**config.mk**
```make
export PLATFORM = sky130hd
export DESIGN_NAME = edge_gap_timer
export DESIGN_NICKNAME = d
export VERILOG_FILES = /design/src/rtl/egt_pkg.sv /design/src/rtl/egt_edge_sync.sv /design/src/rtl/egt_window_ctr.sv /design/src/rtl/egt_status.sv /design/src/rtl/edge_gap_timer.sv
export SDC_FILE = /design/constraint.sdc
export NUM_CORES = 1
export LEC_CHECK = 0
export BUFFER_PORTS_ARGS = -buffer_cell sky130_fd_sc_hd__buf_2
export CAP_MARGIN = 20
export CELL_PAD_IN_SITES_DETAIL_PLACEMENT = 0
export CELL_PAD_IN_SITES_GLOBAL_PLACEMENT = 2
export CORE_MARGIN = 2
export CORE_UTILIZATION = 36
export CTS_BUF_LIST = sky130_fd_sc_hd__clkbuf_8 sky130_fd_sc_hd__clkbuf_16
export DETAILED_ROUTE_END_ITERATION = 10
export HOLD_SLACK_MARGIN = 0.12
export MAX_ROUTING_LAYER = met4
export PLACE_DENSITY_LB_ADDON = 0.3
export SYNTH_ARGS = -nofsm -noshare
export SYNTH_HDL_FRONTEND = slang
export SYNTH_SLANG_ARGS = --single-unit
```
**constraint.sdc**
```tcl
create_clock -name clk -period 3.1 [get_ports clk]
set_input_delay 0.31 -clock clk [delete_from_list [all_inputs] [get_ports clk]]
set_output_delay 0.31 -clock clk [all_outputs]
set_load 0.05 [all_outputs]
```
**src/rtl/egt_pkg.sv**
```systemverilog
package egt_pkg;

  typedef struct packed {
    logic rise;
    logic fall;
  } egt_edges_t;

  function automatic int unsigned egt_next_count(input int unsigned cur,
                                                 input logic          arm,
                                                 input int unsigned period);
    if (arm)           return period;
    else if (cur != 0) return cur - 1;
    else               return 0;
  endfunction

  function automatic logic egt_is_last(input int unsigned cur);
    return cur == 1;
  endfunction

  function automatic logic egt_next_status(input logic cur,
                                           input logic cap,
                                           input logic fall,
                                           input logic expire);
    if (cap)                 return 1'b0;
    else if (fall || expire) return 1'b1;
    else                     return cur;
  endfunction

endpackage

```
**src/rtl/egt_edge_sync.sv**
```systemverilog
module egt_edge_sync #(
  parameter int STAGES = 2
) (
  input  logic                 clk,
  input  logic                 rst,
  input  logic                 async_in,
  output egt_pkg::egt_edges_t  edges
);
  logic [STAGES-1:0] chain_q;
  logic              hist_q;

  genvar g;
  generate
    for (g = 0; g < STAGES; g++) begin : g_stage
      if (g == 0) begin : g_first
        always_ff @(posedge clk) begin
          if (rst) chain_q[0] <= 1'b0;
          else     chain_q[0] <= async_in;
        end
      end else begin : g_next
        always_ff @(posedge clk) begin
          if (rst) chain_q[g] <= 1'b0;
          else     chain_q[g] <= chain_q[g-1];
        end
      end
    end
  endgenerate

  always_ff @(posedge clk) begin
    if (rst) hist_q <= 1'b0;
    else     hist_q <= chain_q[STAGES-1];
  end

  always_comb begin
    edges.rise = chain_q[STAGES-1] & ~hist_q;
    edges.fall = ~chain_q[STAGES-1] & hist_q;
  end
endmodule

```
**src/rtl/egt_window_ctr.sv**
```systemverilog
module egt_window_ctr #(
  parameter int PERIOD = 240,
  parameter int CNT_W  = 8
) (
  input  logic             clk,
  input  logic             rst,
  input  logic             rise,
  output logic             armed,
  output logic             arm_evt,
  output logic             cap_evt,
  output logic             expire_evt,
  output logic [CNT_W-1:0] count,
  output logic             cap_q,
  output logic             tc_q
);
  import egt_pkg::*;

  logic [CNT_W-1:0] cnt_q;

  assign armed      = (cnt_q != '0);
  assign arm_evt    = rise & ~armed;
  assign cap_evt    = rise & armed;
  assign expire_evt = armed & egt_is_last(int'(cnt_q));
  assign count      = cnt_q;

  always_ff @(posedge clk) begin
    if (rst) begin
      cnt_q <= '0;
      cap_q <= 1'b0;
      tc_q  <= 1'b0;
    end else begin
      cnt_q <= CNT_W'(egt_next_count(int'(cnt_q), arm_evt, PERIOD));
      cap_q <= cap_evt;
      tc_q  <= expire_evt;
    end
  end
endmodule

```
**src/rtl/egt_status.sv**
```systemverilog
module egt_status (
  input  logic clk,
  input  logic rst,
  input  logic cap_evt,
  input  logic fall_evt,
  input  logic expire_evt,
  output logic status_q
);
  import egt_pkg::*;

  always_ff @(posedge clk) begin
    if (rst) status_q <= 1'b1;
    else     status_q <= egt_next_status(status_q, cap_evt, fall_evt, expire_evt);
  end
endmodule

```
**src/rtl/edge_gap_timer.sv**
```systemverilog
module edge_gap_timer #(
  parameter int PERIOD      = 240,
  parameter int SYNC_STAGES = 2
) (
  input  logic clk,
  input  logic rst,
  input  logic gap_in,
  output logic gap_status,
  output logic capture_pulse,
  output logic expire_pulse
);
  localparam int CNT_W = $clog2(PERIOD + 1);

  egt_pkg::egt_edges_t edges;
  logic             rise_evt;
  logic             fall_evt;
  logic             armed;
  logic             arm_evt;
  logic             cap_evt;
  logic             expire_evt;
  logic [CNT_W-1:0] count;

  egt_edge_sync #(.STAGES(SYNC_STAGES)) u_sync (
    .clk      (clk),
    .rst      (rst),
    .async_in (gap_in),
    .edges    (edges)
  );

  assign rise_evt = edges.rise;
  assign fall_evt = edges.fall;

  egt_window_ctr #(.PERIOD(PERIOD), .CNT_W(CNT_W)) u_ctr (
    .clk        (clk),
    .rst        (rst),
    .rise       (rise_evt),
    .armed      (armed),
    .arm_evt    (arm_evt),
    .cap_evt    (cap_evt),
    .expire_evt (expire_evt),
    .count      (count),
    .cap_q      (capture_pulse),
    .tc_q       (expire_pulse)
  );

  egt_status u_status (
    .clk        (clk),
    .rst        (rst),
    .cap_evt    (cap_evt),
    .fall_evt   (fall_evt),
    .expire_evt (expire_evt),
    .status_q   (gap_status)
  );
endmodule

```
==> results.cfg, run 1 <==
[outcome]
status = complete, no violations

[final_layout]
fin_util = 0.455
drive_gt1_frac = 0.159
nNetsFinal = 76
area_delta_synth_final_pct = 16.1
stdcell_area_um2 = 693
diodes = 0

[detailed_routing]
routed_wl_um = 1130
drc = 0
drt_pass1_iterations = 3
viasPerCell = 5.45
wl_per_cell_um = 13.3
num_vias = 463
final_antenna_net_count = 0
drtIter0Drc = 3

[timing]
tns_ns = 0
relSlewSlack = 0.545
post-route-period-util = 0.602
clock_skew_ns = 0.00175
fin_hold_ws_ns = 0.273
final_hold_viol_count = 0
finalSetupViolations = 0
setup_slack_ns = 1.24
worstMarginPinSlew_ns = 0.677
period_needed_ns = 1.86
slew_violations = 0
max_freq_mhz = 536
rsz0062_at_grt = no

[floorplan]
io_pins = 6
dieArea_mm2 = 0.00200
core_region_area_mm2 = 0.00152
rows = 14
die_h_um = 44.7
die_x_um = 44.7
start_util = 0.392

[global_routing]
use_met3 = 0.0360
met2_usage = 0.206
track_usage = 0.147
grt_remaining_overflow = 0
grt_busiest_layer = met2
grt_pass1_wl_um = 1950
grt_start_max_net_pins = 13
grtUsageMet1 = 0.175
grt_pass1_vias = 428
antenna_found_initial = 0

[yosys]
synth.distinct_cells = 27
synth-seq-cells = 14
syn_avg_cell_area_um2 = 9.78
synthTopCellsByCount = dfxtp_1 (14), nor3_1 (5)
syn_inst = 61
ys_top_cells_by_area = dfxtp_1 (47%), ha_1 (6.3%), xnor2_1 (4.4%)
synth_async_sr_flop_share = 0
synth_area_um2 = 597
ys.flop_type = dfxtp_1
yosysMostFrequentCell = dfxtp_1
ys_seq_area_frac = 0.470
synth_warnings = 0
synth_top_area_share = 0.470
synth-edff-count = 0
synth.largest_area_cell = dfxtp_1
syn-num-nets = 67

[worst_setup_path]
r2r_start = u_ctr.count[0]
path_class = register to register
critPathMaxStageDelay_ns = 0.54
cp.arrival_ns = 2.03
critPathRequiredTime_ns = 3.27
crit_slowest_cell = nor4b_1
reg2reg_depth = 5
rrSetupSlack_ns = 1.24
setup.worst_path.start_class = register
rr_endpoint = u_status.status_q
cp_cell_sequence = inv_1 > ha_1 > nor4b_1 > nand3_1 > a211oi_1
cp_max_fo = 8
worst_setup_path_end_kind = register

[worst_hold_path]
hp-start = gap_in
hold_path_class = input port to register
hold_depth = 2
whs_endpoint = u_sync.chain_q[0]

[clocking]
numCtsBuffers = 3
cts-root-buf = clkbuf_8
postCtsSetupRepairBufs = 0
numClockSinks = 14
cts_tree = built
holdBufCountCts = 0
ctsResizeCount = 0
htreeDepth = 1
cts_buffer_depth = 2
worstSkewPairLatency_ns = 0.25
clk_pin_slew_ns = 0.06

[power_and_ir_drop]
vdd_drop_max_mv = 0.414
p_per_area_mw_per_mm2 = 1050
leakagePower_nw = 0.269

[placement]
place_area_um2 = 638
hpwl_um = 754
io_buffers = 5
gp_congestion = 0.715
dp_slack_ns = 1.31

[job]
drv_cap = 0
[routing by layer]
metal	vias to the layer above	part of all wire
met3	5	0.026
met4	0	0.034
met2	7	0.42
li1	239	-
met1	212	0.52
met5	-	0
[registers in the layout, summed over array words and instances (netlist names)]
signal,cells
u_status.status_q,1
u_sync.chain_q,2
u_ctr.count,8
u_sync.hist_q,1
u_ctr.cap_q,1
u_ctr.tc_q,1
[cell usage in the layout (no fill, tap or decap)]
| master | instances |
|---|---|
| a211oi_1 | 1 |
| a21oi_1 | 3 |
| a311oi_1 | 1 |
| a31oi_1 | 2 |
| a41o_1 | 1 |
| and3_1 | 1 |
| buf_2 | 5 |
| clkbuf_8 | 4 |
| dfxtp_1 | 14 |
| ha_1 | 3 |
| inv_1 | 3 |
| nand2_1 | 1 |
| nand2b_1 | 1 |
| nand3_1 | 2 |
| nor2_1 | 3 |
| nor2b_1 | 3 |
| nor3_1 | 5 |
| nor3b_1 | 2 |
| nor4_2 | 1 |
| nor4b_1 | 1 |
| o211ai_1 | 1 |
| o21ai_0 | 1 |
| o31ai_1 | 1 |
| o41ai_1 | 1 |
| or3_1 | 3 |
| or4_1 | 1 |
| or4_4 | 1 |
| xnor2_1 | 3 |
[worst max path at each step]
| stage | start | to | cells after the start |
|---|---|---|---|
| 5_1_grt | u_ctr.count[0] | u_status.status_q | 5 |
| 2_1_floorplan | u_ctr.count[0] | u_status.status_q | 5 |
| 3_5_place_dp | u_ctr.count[0] | u_status.status_q | 5 |
| 6_report | u_ctr.count[0] | u_status.status_q | 5 |
| 3_3_place_gp | u_ctr.count[0] | u_status.status_q | 5 |
| 4_1_cts | u_ctr.count[0] | u_status.status_q | 5 |
[power breakdown]
group          leakage, nW  internal (mW)  switching [mW]
sequential           0.115          0.224          0.0562
clock               0.0288          0.113          0.0670
combinational        0.125          0.121           0.147
total                0.269          0.458           0.270
[metrics by stage]
step	instances	total power, mW
2_1_floorplan	61	0.490
3_3_place_gp	81	0.550
3_5_place_dp	81	0.546
4_1_cts	85	0.729
5_1_grt	85	0.779
6_report	85	0.728
[kinds of logic (layout without fill, tap and decap cells)]
logic type	after synthesis	in the layout	synth area share
buf+inv	4	12	0.0251
fa+ha+maj	3	3	0.0629
xor+xnor	3	3	0.0440
simple gates	25	25	0.260
flops	14	14	0.470
compound gates	12	12	0.138
[final cells by class]
cell class                      instances  area, µm²
Tap cell                               16       20.0
Sequential cell                        14        280
Multi-Input combinational cell         43        302
Fill cell                             147        831
Inverter                                3       11.3
Clock buffer                            4       55.1
Timing Repair Buffer                    5       25.0
[worst max-delay path, delay by kind of cell, from the launching register on]
family / cells / cell delay (ns)
adder cells (fa/ha/maj): 1 / 0.28
AND/OR/NAND/NOR: 2 / 0.68
flip-flops: 1 / 0.48
AO/OA/AOI/OAI: 1 / 0.24
buffers and inverters: 1 / 0.11
No activity file was read; power rests on OpenSTA's default activity.
==> run 2, diff against run 1 <==
Settings changed: CORE_UTILIZATION 36 to 30.
Clock period 3.1 ns to 1.7 ns, I/O delays scaled along.
==> run 2 against run 1 <==
  * Hold slack worse by 0.14 ns
  * Register-to-register slack worse by 1.0 ns
  * Critical path type unchanged
  * Combinational power is 110% higher
  * Utilization is 7.1 points lower
==> results.cfg, run 2 (synthesized netlist as in run 1, its figures left out) <==
[global_routing]
antenna_found_initial = 0
use_met3 = 0.0463
grt_remaining_overflow = 0
grt_start_max_net_pins = 13
met2_usage = 0.164
grt_busiest_layer = met2
grt_pass1_wl_um = 2040
grt_pass1_vias = 443
grtUsageMet1 = 0.150
track_usage = 0.117

[floorplan]
core_region_area_mm2 = 0.00192
rows = 16
die_x_um = 48.6
io_pins = 6
start_util = 0.311
dieArea_mm2 = 0.00236
die_h_um = 48.6

[timing]
slew_violations = 0
period_needed_ns = 1.49
worstMarginPinSlew_ns = 0.321
post-route-period-util = 0.875
finalSetupViolations = 0
relSlewSlack = 0.785
clock_skew_ns = 0.00211
fin_hold_ws_ns = 0.135
tns_ns = 0
rsz0062_at_grt = no
final_hold_viol_count = 0
max_freq_mhz = 672

[detailed_routing]
drtIter0Drc = 9
routed_wl_um = 1140
final_antenna_net_count = 0
num_vias = 474
drc = 0
viasPerCell = 4.74
drt_pass1_iterations = 3
wl_per_cell_um = 11.4

[final_layout]
diodes = 0
nNetsFinal = 80
drive_gt1_frac = 0.205
stdcell_area_um2 = 737
largest_reg_flops = 8
layout_commonest_cell = dfxtp_1
area_delta_synth_final_pct = 23.5
final_cell_mix = dfxtp_1 (14), nor3_1 (5), buf_2 (5), clkbuf_8 (4), buf_4 (4)

[clocking]
cts-root-buf = clkbuf_8
ctsResizeCount = 0
clk_pin_slew_ns = 0.06
worstSkewPairLatency_ns = 0.25
postCtsSetupRepairBufs = 0
htreeDepth = 1
holdBufCountCts = 0
numCtsBuffers = 3
cts_buffer_depth = 2
numClockSinks = 14
cts_tree = built

[outcome]
status = complete, no violations

[worst_setup_path]
critPathRequiredTime_ns = 1.86
r2r_start = u_ctr.count[0]
cp_max_fo = 6
setup.worst_path.start_class = register
worst_setup_path_end_kind = register
cp.arrival_ns = 1.65
crit_path_start = u_ctr.count[0]
path_class = register to register

[placement]
io_buffers = 5
hpwl_um = 801
place_area_um2 = 682
gp_congestion = 0.648

[job]
drv_cap = 0

[worst_hold_path]
hp-start = gap_in
hold_path_class = input port to register

[power_and_ir_drop]
p_per_area_mw_per_mm2 = 1860
leakagePower_nw = 0.289
vdd_drop_max_mv = 0.815
-- run 2: worst paths after layout --
| check | cells after the start | slack (ns) | endpoint |
|---|---|---|---|
| worst max-delay path | 6 | 0.21 | u_status.status_q |
| worst min-delay path | 2 | 0.14 | u_sync.chain_q[0] |
| worst max register to register | 6 | 0.21 | u_status.status_q |
| worst min register to register | 1 | 0.43 | u_sync.chain_q[1] |
-- run 2: stage by stage --
step / power [mW] / setup WS, ns / std cells / utilization
after CTS: 1.39 / 0.193 / 100 / 0.383
after floorplan: 0.893 / 0.115 / 61 / -
final: 1.37 / 0.213 / 100 / 0.383
after global placement: 1.06 / 0.241 / 96 / 0.355
after global routing: 1.49 / 0.102 / 100 / 0.383
after detailed placement: 1.05 / 0.219 / 96 / 0.355
-- run 2: per-layer routing --
metal  share of wire  vias to the layer above
li1                -                      248
met1            0.52                      214
met2            0.42                        8
met3           0.037                        4
met4           0.016                        0
met5               0                        -
-- run 2: layout make-up --
type	count	area, µm²
clock buffers	4	55.1
fillers	210	1180
inverters	3	11.3
multi-input cells	43	302
flip-flops and latches	14	280
well taps	27	33.8
repair buffers	9	55.1
-- run 2: power breakdown --
part           leakage [nW]  switching [mW]  internal (mW)  total [mW]
Combinational         0.145           0.299          0.270       0.569
Sequential            0.115          0.0734          0.408       0.482
Clock                0.0288           0.118          0.205       0.323
Total                 0.289           0.490          0.883        1.37
-- run 2: critical path: stages (launching register included) --
cell      delay, ns
dfxtp_1        0.32
inv_1          0.06
ha_1           0.26
nor4b_1        0.32
buf_4          0.17
nand3_1        0.07
a211oi_1       0.22
==> run 3, diff against run 2 <==
Settings changed: BUFFER_PORTS_ARGS -buffer_cell sky130_fd_sc_hd__buf_2 to -buffer_cell sky130_fd_sc_hd__clkbuf_2, CORE_UTILIZATION 30 to 36, CTS_BUF_LIST sky130_fd_sc_hd__clkbuf_8 sky130_fd_sc_hd__clkbuf_16 to not set.
Clock period 1.7 ns to 1.8 ns, I/O delays scaled along.
==> run 3 against run 2 <==
  * Combinational power shrank 12%
  * Highest routed layer unchanged
  * Critical path type unchanged
  * Utilization grew 8.0 points
  * Routed wire length shrank 6.7%
  * Total power shrank 12%
  * Sequential power is essentially flat
  * Global-route usage grew 2.8 points
  * Non-clock buffer count shrank 1
==> results.cfg, run 3 (synthesized netlist as in run 1, its figures left out) <==
[outcome]
status = complete, no violations

[global_routing]
grt_remaining_overflow = 0
grt_start_max_net_pins = 13
antenna_found_initial = 0
grt_pass1_vias = 430
grt_pass1_wl_um = 1880
track_usage = 0.145

[worst_setup_path]
crit_slowest_cell = dfxtp_1
cp_max_fo = 8
critPathMaxStageDelay_ns = 0.46
path_class = register to register
cp.arrival_ns = 1.75
worst_setup_path_end_kind = register
setup.worst_path.start_class = register
crit_buf_inv = 1
crit_family = flip-flops
cp_cell_sequence = inv_1 > ha_1 > nor4b_2 > nand3_1 > a211oi_1
critPathRequiredTime_ns = 2.01

[final_layout]
layout_commonest_cell = dfxtp_1
diodes = 0
nNetsFinal = 79
final_cell_mix = dfxtp_1 (14), nor3_1 (5), clkbuf_2 (5)
area_delta_synth_final_pct = 18.2
largest_reg_flops = 8
drive_gt1_frac = 0.194

[detailed_routing]
routed_wl_um = 1060
num_vias = 470
wl_per_cell_um = 12.1
viasPerCell = 5.34
final_antenna_net_count = 0
drtIter0Drc = 3
drt_pass1_iterations = 3
drc = 0

[timing]
period_needed_ns = 1.55
post-route-period-util = 0.858
clock_skew_ns = 0.00639
relSlewSlack = 0.801
finalSetupViolations = 0
worstMarginPinSlew_ns = 0.297
tns_ns = 0
max_freq_mhz = 647
rsz0062_at_grt = no
final_hold_viol_count = 0
fin_hold_ws_ns = 0.231
slew_violations = 0

[placement]
gp_congestion = 0.700
io_buffers = 5
hpwl_um = 731

[power_and_ir_drop]
share_seq_of_total_power = 0.397
comb_power_share = 0.415
p_per_area_mw_per_mm2 = 1710
vdd_drop_max_mv = 0.682
swShare = 0.377
switching_power_mw = 0.455
internal_power_mw = 0.752
leakagePower_nw = 0.276
pwr-share-clk = 0.188
finalPower_mw = 1.21

[floorplan]
io_pins = 6
core_region_area_mm2 = 0.00152
dieArea_mm2 = 0.00200
start_util = 0.392
die_h_um = 44.7
rows = 14
die_x_um = 44.7

[clocking]
htreeDepth = 1
cts_tree = built
worstSkewPairLatency_ns = 0.28
numClockSinks = 14
cts-root-buf = clkbuf_4
clk_pin_slew_ns = 0.09
cts_buffer_depth = 2
numCtsBuffers = 3

[job]
drv_cap = 0

[worst_hold_path]
hold_path_class = input port to register
run 3: cell type report:
cell class | instances | area, µm²
fillers | 149 | 818
well taps | 16 | 20.0
repair buffers | 8 | 50.0
multi-input cells | 43 | 308
clock buffers | 4 | 36.3
flip-flops and latches | 14 | 280
inverters | 3 | 11.3
run 3: repair_timing:
item,CTS,global route
hold endpoints to repair,1,0
gates resized for setup,0,1
hold buffers,1,0
setup buffers,0,0
endpoints found under the setup margin,0,1
run 3: final timing paths:
| path | from | to | slack, ns | cells after the start |
|---|---|---|---|---|
| worst max-delay path | u_ctr.count[0] | u_status.status_q | 0.25 | 5 |
| worst min-delay path | rst | u_sync.chain_q[1] | 0.23 | 2 |
| worst max register to register | u_ctr.count[0] | u_status.status_q | 0.25 | 5 |
| worst min register to register | u_sync.chain_q[0] | u_sync.chain_q[1] | 0.44 | 1 |
run 3: through the flow:
stage | utilization | cell area, µm² | worst slack [ns] | instances
floorplan | - | 597 | 0.215 | 61
global route | 0.463 | 706 | 0.105 | 88
detailed placement | 0.429 | 653 | 0.123 | 83
finish | 0.463 | 706 | 0.255 | 88
global placement | 0.429 | 653 | 0.167 | 83
CTS | 0.459 | 699 | 0.115 | 88
run 3: metal layers:
layer	GRT usage	routed length, µm	vias to the layer above
li1	-	-	249
met1	0.180	556	210
met2	0.183	427	7
met3	0.0720	53	4
met4	0.0909	25	0
met5	-	0	-
run 3: power by group through the flow:
stage,combinational [mW],clock [mW],sequential [mW]
global placement,0.496,0,0.485
global route,0.568,0.249,0.493
floorplan,0.359,0,0.485
CTS,0.495,0.240,0.477
detailed placement,0.490,0,0.484
finish,0.500,0.227,0.479
